### src/rtl/rs_pkg.sv
package rs_pkg;

    localparam int DEF_NUM_ST  = 4;
    localparam int DEF_NUM_REG = 8;
    localparam int DEF_DATA_W  = 16;
    localparam int DEF_OP_W    = 4;

    // Where an operand captured at issue comes from.
    typedef enum logic [1:0] {
        SRC_REGFILE = 2'd0,
        SRC_BUS     = 2'd1,
        SRC_PENDING = 2'd2
    } src_kind_e;

endpackage

### src/rtl/rs_pick.sv
module rs_pick #(
    parameter int W = 4
) (
    input  logic [W-1:0] req,
    output logic [W-1:0] gnt,
    output logic         any
);
    always_comb begin
        logic found;
        found = 1'b0;
        gnt   = '0;
        for (int i = 0; i < W; i++) begin
            if (req[i] && !found) begin
                gnt[i] = 1'b1;
                found  = 1'b1;
            end
        end
        any = found;
    end
endmodule

### src/rtl/rs_regstat.sv
module rs_regstat #(
    parameter int NUM_REG = 8,
    parameter int DATA_W  = 16,
    parameter int TAG_W   = 3,
    localparam int REG_W  = $clog2(NUM_REG)
) (
    input  logic              clk,
    input  logic              rst,
    input  logic [REG_W-1:0]  rd_a,
    input  logic [REG_W-1:0]  rd_b,
    output logic [TAG_W-1:0]  tag_a,
    output logic [DATA_W-1:0] val_a,
    output logic [TAG_W-1:0]  tag_b,
    output logic [DATA_W-1:0] val_b,
    input  logic              ren_en,
    input  logic [REG_W-1:0]  ren_reg,
    input  logic [TAG_W-1:0]  ren_tag,
    input  logic              bus_valid,
    input  logic [TAG_W-1:0]  bus_tag,
    input  logic [DATA_W-1:0] bus_data
);
    logic [NUM_REG-1:0][TAG_W-1:0]  prod_q;
    logic [NUM_REG-1:0][DATA_W-1:0] val_q;

    for (genvar r = 0; r < NUM_REG; r++) begin : g_reg
        always_ff @(posedge clk) begin
            if (rst) begin
                prod_q[r] <= '0;
                val_q[r]  <= DATA_W'(r);
            end else begin
                if (bus_valid && prod_q[r] != '0 && prod_q[r] == bus_tag) begin
                    val_q[r]  <= bus_data;
                    prod_q[r] <= '0;
                end
                // A rename in the same cycle overrides the clear above.
                if (ren_en && ren_reg == REG_W'(r)) begin
                    prod_q[r] <= ren_tag;
                end
            end
        end
    end

    assign tag_a = prod_q[rd_a];
    assign val_a = val_q[rd_a];
    assign tag_b = prod_q[rd_b];
    assign val_b = val_q[rd_b];
endmodule

### src/rtl/rs_slots.sv
module rs_slots #(
    parameter int NUM_ST = 4,
    parameter int DATA_W = 16,
    parameter int OP_W   = 4,
    parameter int TAG_W  = 3
) (
    input  logic                           clk,
    input  logic                           rst,
    input  logic [NUM_ST-1:0]              alloc_oh,
    input  logic [OP_W-1:0]                new_op,
    input  logic [TAG_W-1:0]               new_qj,
    input  logic [DATA_W-1:0]              new_vj,
    input  logic [TAG_W-1:0]               new_qk,
    input  logic [DATA_W-1:0]              new_vk,
    input  logic [NUM_ST-1:0]              dsp_oh,
    input  logic                           bus_valid,
    input  logic [TAG_W-1:0]               bus_tag,
    input  logic [DATA_W-1:0]              bus_data,
    output logic [NUM_ST-1:0]              busy,
    output logic [NUM_ST-1:0]              ready,
    output logic [NUM_ST-1:0][OP_W-1:0]    op_o,
    output logic [NUM_ST-1:0][DATA_W-1:0]  vj_o,
    output logic [NUM_ST-1:0][DATA_W-1:0]  vk_o
);
    typedef struct packed {
        logic              busy;
        logic [OP_W-1:0]   op;
        logic [TAG_W-1:0]  qj;
        logic [TAG_W-1:0]  qk;
        logic [DATA_W-1:0] vj;
        logic [DATA_W-1:0] vk;
    } slot_t;

    slot_t [NUM_ST-1:0] slot_q;

    for (genvar i = 0; i < NUM_ST; i++) begin : g_slot
        logic hit_j, hit_k;
        assign hit_j = bus_valid && slot_q[i].busy && slot_q[i].qj != '0 && slot_q[i].qj == bus_tag;
        assign hit_k = bus_valid && slot_q[i].busy && slot_q[i].qk != '0 && slot_q[i].qk == bus_tag;

        always_ff @(posedge clk) begin
            if (rst) begin
                slot_q[i] <= '0;
            end else if (alloc_oh[i]) begin
                slot_q[i].busy <= 1'b1;
                slot_q[i].op   <= new_op;
                slot_q[i].qj   <= new_qj;
                slot_q[i].vj   <= new_vj;
                slot_q[i].qk   <= new_qk;
                slot_q[i].vk   <= new_vk;
            end else begin
                if (dsp_oh[i]) begin
                    slot_q[i].busy <= 1'b0;
                end
                if (hit_j) begin
                    slot_q[i].vj <= bus_data;
                    slot_q[i].qj <= '0;
                end
                if (hit_k) begin
                    slot_q[i].vk <= bus_data;
                    slot_q[i].qk <= '0;
                end
            end
        end

        assign busy[i]  = slot_q[i].busy;
        assign ready[i] = slot_q[i].busy && slot_q[i].qj == '0 && slot_q[i].qk == '0;
        assign op_o[i]  = slot_q[i].op;
        assign vj_o[i]  = slot_q[i].vj;
        assign vk_o[i]  = slot_q[i].vk;
    end
endmodule

### src/rtl/rs_bank.sv
module rs_bank #(
    parameter int NUM_ST  = rs_pkg::DEF_NUM_ST,
    parameter int NUM_REG = rs_pkg::DEF_NUM_REG,
    parameter int DATA_W  = rs_pkg::DEF_DATA_W,
    parameter int OP_W    = rs_pkg::DEF_OP_W,
    localparam int TAG_W  = $clog2(NUM_ST + 1),
    localparam int REG_W  = $clog2(NUM_REG)
) (
    input  logic              clk,
    input  logic              rst,
    input  logic              iss_valid,
    input  logic [OP_W-1:0]   iss_op,
    input  logic [REG_W-1:0]  iss_dst,
    input  logic [REG_W-1:0]  iss_src_a,
    input  logic [REG_W-1:0]  iss_src_b,
    output logic              iss_ready,
    input  logic              cdb_valid,
    input  logic [TAG_W-1:0]  cdb_tag,
    input  logic [DATA_W-1:0] cdb_data,
    output logic              dsp_valid,
    output logic [TAG_W-1:0]  dsp_tag,
    output logic [OP_W-1:0]   dsp_op,
    output logic [DATA_W-1:0] dsp_a,
    output logic [DATA_W-1:0] dsp_b
);
    import rs_pkg::*;

    logic [NUM_ST-1:0] busy_w, ready_w, free_gnt, alloc_oh_w, dsp_oh_w;
    logic              any_free, iss_fire;
    logic [TAG_W-1:0]  alloc_tag;

    logic [NUM_ST-1:0][OP_W-1:0]   st_op;
    logic [NUM_ST-1:0][DATA_W-1:0] st_vj, st_vk;

    logic [1:0][TAG_W-1:0]  rd_tag;
    logic [1:0][DATA_W-1:0] rd_val;
    logic [1:0][TAG_W-1:0]  opd_q;
    logic [1:0][DATA_W-1:0] opd_v;

    // Station allocation: lowest free slot.
    rs_pick #(.W(NUM_ST)) u_alloc_pick (
        .req (~busy_w),
        .gnt (free_gnt),
        .any (any_free)
    );

    assign iss_ready  = any_free;
    assign iss_fire   = iss_valid && any_free;
    assign alloc_oh_w = iss_fire ? free_gnt : '0;

    always_comb begin
        alloc_tag = '0;
        for (int i = 0; i < NUM_ST; i++) begin
            if (free_gnt[i]) alloc_tag = TAG_W'(i + 1);
        end
    end

    rs_regstat #(
        .NUM_REG (NUM_REG),
        .DATA_W  (DATA_W),
        .TAG_W   (TAG_W)
    ) u_regstat (
        .clk       (clk),
        .rst       (rst),
        .rd_a      (iss_src_a),
        .rd_b      (iss_src_b),
        .tag_a     (rd_tag[0]),
        .val_a     (rd_val[0]),
        .tag_b     (rd_tag[1]),
        .val_b     (rd_val[1]),
        .ren_en    (iss_fire),
        .ren_reg   (iss_dst),
        .ren_tag   (alloc_tag),
        .bus_valid (cdb_valid),
        .bus_tag   (cdb_tag),
        .bus_data  (cdb_data)
    );

    // Operand capture for both sources: register value, bus forward, or wait.
    for (genvar s = 0; s < 2; s++) begin : g_src
        src_kind_e kind;
        always_comb begin
            if (rd_tag[s] == '0) begin
                kind = SRC_REGFILE;
            end else if (cdb_valid && cdb_tag == rd_tag[s]) begin
                kind = SRC_BUS;
            end else begin
                kind = SRC_PENDING;
            end
            unique case (kind)
                SRC_REGFILE: begin opd_q[s] = '0;        opd_v[s] = rd_val[s]; end
                SRC_BUS:     begin opd_q[s] = '0;        opd_v[s] = cdb_data;  end
                default:     begin opd_q[s] = rd_tag[s]; opd_v[s] = '0;        end
            endcase
        end
    end

    rs_slots #(
        .NUM_ST (NUM_ST),
        .DATA_W (DATA_W),
        .OP_W   (OP_W),
        .TAG_W  (TAG_W)
    ) u_slots (
        .clk       (clk),
        .rst       (rst),
        .alloc_oh  (alloc_oh_w),
        .new_op    (iss_op),
        .new_qj    (opd_q[0]),
        .new_vj    (opd_v[0]),
        .new_qk    (opd_q[1]),
        .new_vk    (opd_v[1]),
        .dsp_oh    (dsp_oh_w),
        .bus_valid (cdb_valid),
        .bus_tag   (cdb_tag),
        .bus_data  (cdb_data),
        .busy      (busy_w),
        .ready     (ready_w),
        .op_o      (st_op),
        .vj_o      (st_vj),
        .vk_o      (st_vk)
    );

    // Dispatch: lowest ready slot.
    rs_pick #(.W(NUM_ST)) u_dsp_pick (
        .req (ready_w),
        .gnt (dsp_oh_w),
        .any (dsp_valid)
    );

    always_comb begin
        dsp_tag = '0;
        dsp_op  = '0;
        dsp_a   = '0;
        dsp_b   = '0;
        for (int i = 0; i < NUM_ST; i++) begin
            if (dsp_oh_w[i]) begin
                dsp_tag = TAG_W'(i + 1);
                dsp_op  = st_op[i];
                dsp_a   = st_vj[i];
                dsp_b   = st_vk[i];
            end
        end
    end
endmodule

### config.mk
export PLATFORM = sky130hd
export DESIGN_NAME = rs_bank
export DESIGN_NICKNAME = d
export VERILOG_FILES = /design/src/rtl/rs_pkg.sv /design/src/rtl/rs_pick.sv /design/src/rtl/rs_regstat.sv /design/src/rtl/rs_slots.sv /design/src/rtl/rs_bank.sv
export SDC_FILE = /design/constraint.sdc
export NUM_CORES = 1
export LEC_CHECK = 0
export BUFFER_PORTS_ARGS = -buffer_cell sky130_fd_sc_hd__buf_4
export CAP_MARGIN = 20
export CORE_ASPECT_RATIO = 0.6
export CORE_MARGIN = 3
export CORE_UTILIZATION = 62
export DETAILED_ROUTE_END_ITERATION = 8
export MAX_ROUTING_LAYER = met4
export PLACE_DENSITY_LB_ADDON = 0.15
export SLEW_MARGIN = 30
export SYNTH_ARGS = -nofsm -noshare
export SYNTH_HDL_FRONTEND = slang
export SYNTH_SLANG_ARGS = --single-unit
### constraint.sdc
create_clock -name clk -period 4.15 [get_ports clk]
set_input_delay 0.83 -clock clk [delete_from_list [all_inputs] [get_ports clk]]
set_output_delay 0.83 -clock clk [all_outputs]
set_load 0.05 [all_outputs]
==> metrics.md <==
| Metric | Value |
|---|---|
| Final critical path time including I/O delays and setup | 3.83 ns |
| DRT Wirelength | 54.2 mm |
| Launch instance of the worst register-to-register path | u_regstat.prod_q[10] |
| Syn_nets | 1994 |
| Register-to-register setup slack | 0.93 ns |
| Final Max Tran Viols | 0 |
| Share of synthesized area occupied by flip-flops and latches | 36.6% |
| Layout-stage area growth over the synthesis result | 9.93% |
| Count of hold-fix buffers inserted at cts | 0 |
| Tot GR Track Use | 35.3% |
| # nets final | 1954 |
| Number of warnings reported in the yosys synthesis log | 0 |
| Commonest cells in the synthesized netlist | sky130_fd_sc_hd__dfxtp_1 (324), sky130_fd_sc_hd__nor2_1 (282), sky130_fd_sc_hd__mux2i_1 (204) |
| TritonCTS Buffers | 31 |
| Number of I/O port buffers | 76 |
| Net Switching | 1.96 mW |
| Detailed-routing iteration count for the pre-antenna-repair pass | 6 |
| Total inserted antenna cells | 0 |
| Post-CTS setup buffer count | 0 |
| Hold Path Depth | 2 |
| Final setup skew | 0.0101 ns |
| Post-Route Setup TNS | 0 ns |
| Vias post-DR | 15886 |
| Critical path's slowest cell | sky130_fd_sc_hd__inv_1 |
| Share of final-layout standard cells stronger than drive strength 1 | 18.0% |
| Final number of setup-violating endpoints | 0 |
| Routed wire length per instance | 23.5 um |
| Number of standard-cell rows in the floorplan | 47 |
| Buffer cell driving the clock tree root | sky130_fd_sc_hd__clkbuf_16 |
| Antenna violation net count after detailed routing | 0 |
| Unrepaired setup endpoints after global routing | no |
| Die height | 137 um |
| Number of global-route vias before repair | 14969 |
| Worst-path clk slew | 0.06 ns |
| Logic gate share of total power | 13.1% |
| Count leader, synth | sky130_fd_sc_hd__dfxtp_1 |
| Worst hold path endpoint | u_slots.op_o[15] |
| Maximum number of pins on one net before global-route repair | 161 |
| WS Path Type | flip-flop to primary output |
| Maximum clock insertion buffer count | 3 |
| Placeable Area | 0.0278 sq mm |
| Clock power share | 42.1% |
| Global route overflow | 0 |
| Number of vias per cell | 6.88 |
| Final Util | 70.0% |
| Crit path arrival time | 3.00 ns |
| Largest fanout of any net on the critical path | 23 |
| Crit. End Element | primary output |
| Max Fclk | 261 MHz |
| Mean post-synth cell area | 9.04 sq um |
| Met1 Track Usage GR | 48.9% |
| Half-perimeter wire length of the detailed placement result | 35.4 mm |
| Min Hold Slack | 0.457 ns |
| Proportion of total power due to net switching | 27.6% |
| GRT met3 Usage | 8.08% |
| Final hold violations | 0 |
| Most Crowded Layer GR | met2 |
| Initial detailed-routing violation count | 2121 |
| Fraction of the cycle the final worst path needs | 92.2% |
| Area enclosed by the die boundary | 0.0307 sq mm |
| Worst endpoint required time | 3.32 ns |
| Cell-internal power | 5.16 mW |
| Capture point of the worst reg-to-reg path | u_slots.vk_o[10] |
| Final estimated routing congestion in global placement | 0.936 |
| Sequential fraction of design power | 44.8% |
| Post-cts gate resize count | 0 |
| Initial core utilization | 63.7% |
| Leakage component of the power | 7.51 nW |
| Gate count of the mapped netlist | 1958 |
| Number of antenna violations at the first check in global routing | 0 |
| # Max-Cap Violations | 0 |
| Number of distinct library cell variants in the gate-level netlist after synthesis | 68 |
| Async set-or-reset flop fraction in the synthesized netlist | 0% |
| Post-synth design cell area | 0.0177 sq mm |
| Synth top area share | 36.6% |
| Global-route wire length before repair | 83.9 mm |
| Slew at the pin with the worst max-slew slack | 0.938 ns |
| Post-synthesis cell type with the largest combined area | sky130_fd_sc_hd__dfxtp_1 |
| Count of clock tree sinks | 324 |
| Chip width | 224 um |
| Delay contributed by the slowest stage of the critical path | 0.54 ns |
| CP Cell Sequence | nor2_1 > and4_2 > inv_1 > buf_4 > nor2_1 > o21ai_0 > buf_4 |
| HP Start | u_slots.op_o[15] |
| Depth of the most critical reg-to-reg path | 6 |
| Power density over cell area | 366 mW/mm^2 |
| Result of the run | complete, no violations |
| Peak ir drop on the vdd network | 0.333 mV |
| Nature of the critical path startpoint | flip-flop |
| Max-slew headroom at the worst pin | 37.5% |
| Level count of the clock H-tree | 1 |
| Post-detailed-route DRC marker count | 0 |
| EDFF count, synth | 0 |
| Leading post-synthesis cells by cell area | sky130_fd_sc_hd__dfxtp_1 (37%), sky130_fd_sc_hd__mux2i_1 (12%), sky130_fd_sc_hd__mux4_2 (9.2%) |
| Number of placed I/O pins | 77 |
| Clock latency reported for the late side of the worst-skew pair | 0.58 ns |
| Flip-flop cell with the highest count after synthesis | sky130_fd_sc_hd__dfxtp_1 |
| Met2 demand-to-capacity share in global routing | 51.9% |
| Worst min path class | flip-flop to flip-flop |
| Total power consumption of the routed design | 7.12 mW |
| Flop and latch count out of synthesis | 324 |
| TritonCTS clock tree | done |
==> critical path: cells and delay by family (launching register included) <==
family,cells,cell delay [ns]
AOI/OAI and AO/OA,1,0.27
DFF,1,0.45
buffers and inverters,3,1.27
and+or+nand+nor,3,0.41
==> cells in the final DEF, fill, tap and decap left out, types with 8 or more instances in the layout <==
| master | count |
|---|---|
| sky130_fd_sc_hd__nand4_1 | 11 |
| sky130_fd_sc_hd__a211oi_1 | 11 |
| sky130_fd_sc_hd__a221oi_1 | 36 |
| sky130_fd_sc_hd__o211ai_1 | 18 |
| sky130_fd_sc_hd__a22oi_1 | 15 |
| sky130_fd_sc_hd__clkinv_2 | 10 |
| sky130_fd_sc_hd__nor3_1 | 20 |
| sky130_fd_sc_hd__o21ai_0 | 159 |
| sky130_fd_sc_hd__nand3_1 | 27 |
| sky130_fd_sc_hd__a21oi_1 | 89 |
| sky130_fd_sc_hd__clkbuf_16 | 31 |
| sky130_fd_sc_hd__a21o_1 | 32 |
| sky130_fd_sc_hd__nand2b_1 | 9 |
| sky130_fd_sc_hd__dfxtp_1 | 324 |
| sky130_fd_sc_hd__a211oi_2 | 9 |
| sky130_fd_sc_hd__inv_1 | 12 |
| sky130_fd_sc_hd__mux2_2 | 55 |
| sky130_fd_sc_hd__xnor2_1 | 20 |
| sky130_fd_sc_hd__a31oi_1 | 18 |
| sky130_fd_sc_hd__mux2i_1 | 204 |
| sky130_fd_sc_hd__nand2_1 | 158 |
| sky130_fd_sc_hd__mux4_2 | 72 |
| sky130_fd_sc_hd__xor2_1 | 17 |
| sky130_fd_sc_hd__o22ai_1 | 33 |
| sky130_fd_sc_hd__o22a_1 | 17 |
| sky130_fd_sc_hd__a221o_1 | 15 |
| sky130_fd_sc_hd__nor2_1 | 277 |
| sky130_fd_sc_hd__o41ai_1 | 8 |
| sky130_fd_sc_hd__buf_4 | 118 |
| sky130_fd_sc_hd__and3_1 | 9 |
==> sequential cells by signal, indices dropped and copies added, names as in the netlist <==
signal            count
u_regstat.prod_q     24
u_slots.slot_q       24
u_slots.busy          4
u_regstat.val_q     128
u_slots.vk_o         64
u_slots.vj_o         64
u_slots.op_o         16
==> metrics by stage <==
step	worst slack, ns	instances	instance area (sq um)
after floorplan	0.664	1958	17700
after global placement	0.371	2252	18400
after detailed placement	0.284	2252	18400
after CTS	0.401	2310	19500
after global routing	0.178	2310	19500
final	0.323	2310	19500
==> power groups by stage <==
stage	combinational, mW	sequential (mW)	clock (mW)
after floorplan	0.635	3.24	0
after global placement	0.891	3.25	0
after detailed placement	0.905	3.26	0
after CTS	0.910	3.19	3.01
after global routing	0.980	3.19	3.15
final	0.931	3.19	3.00
==> cells by family (layout without fill, tap and decap cells) <==
kind of cell | after synthesis | after routing | share of synthesized area, %
buffers and inverters | 208 | 193 | 4.97
multiplexers | 336 | 336 | 24.8
flip-flops | 324 | 324 | 36.6
XOR/XNOR | 37 | 37 | 1.83
AND/OR/NAND/NOR | 553 | 553 | 13.3
AO/OA/AOI/OAI | 500 | 500 | 18.4
==> per-layer routing <==
layer	vias up	share of wire (%)
li1	7066	-
met2	933	44
met1	7765	43
met4	0	3.0
met3	122	10
met5	-	0
==> worst max path at each step <==
stage,endpoint,startpoint
global route,dsp_b[14],u_slots.slot_q[166]
global placement,u_slots.vk_o[59],iss_src_b[1]
finish,dsp_a[10],u_slots.slot_q[37]
detailed placement,u_slots.vk_o[9],iss_src_b[1]
CTS,dsp_b[14],u_slots.slot_q[166]
floorplan,dsp_a[15],u_slots.slot_q[75]
==> final cells by class <==
type,instances,area (sq um)
flip-flops and latches,324,6490
repair buffers,121,937
well taps,367,459
multi-input cells,1426,10500
clock inverters,16,186
inverters,14,52.6
fillers,2138,8350
clock buffers,42,877
Power figures use the tool's default switching activity.
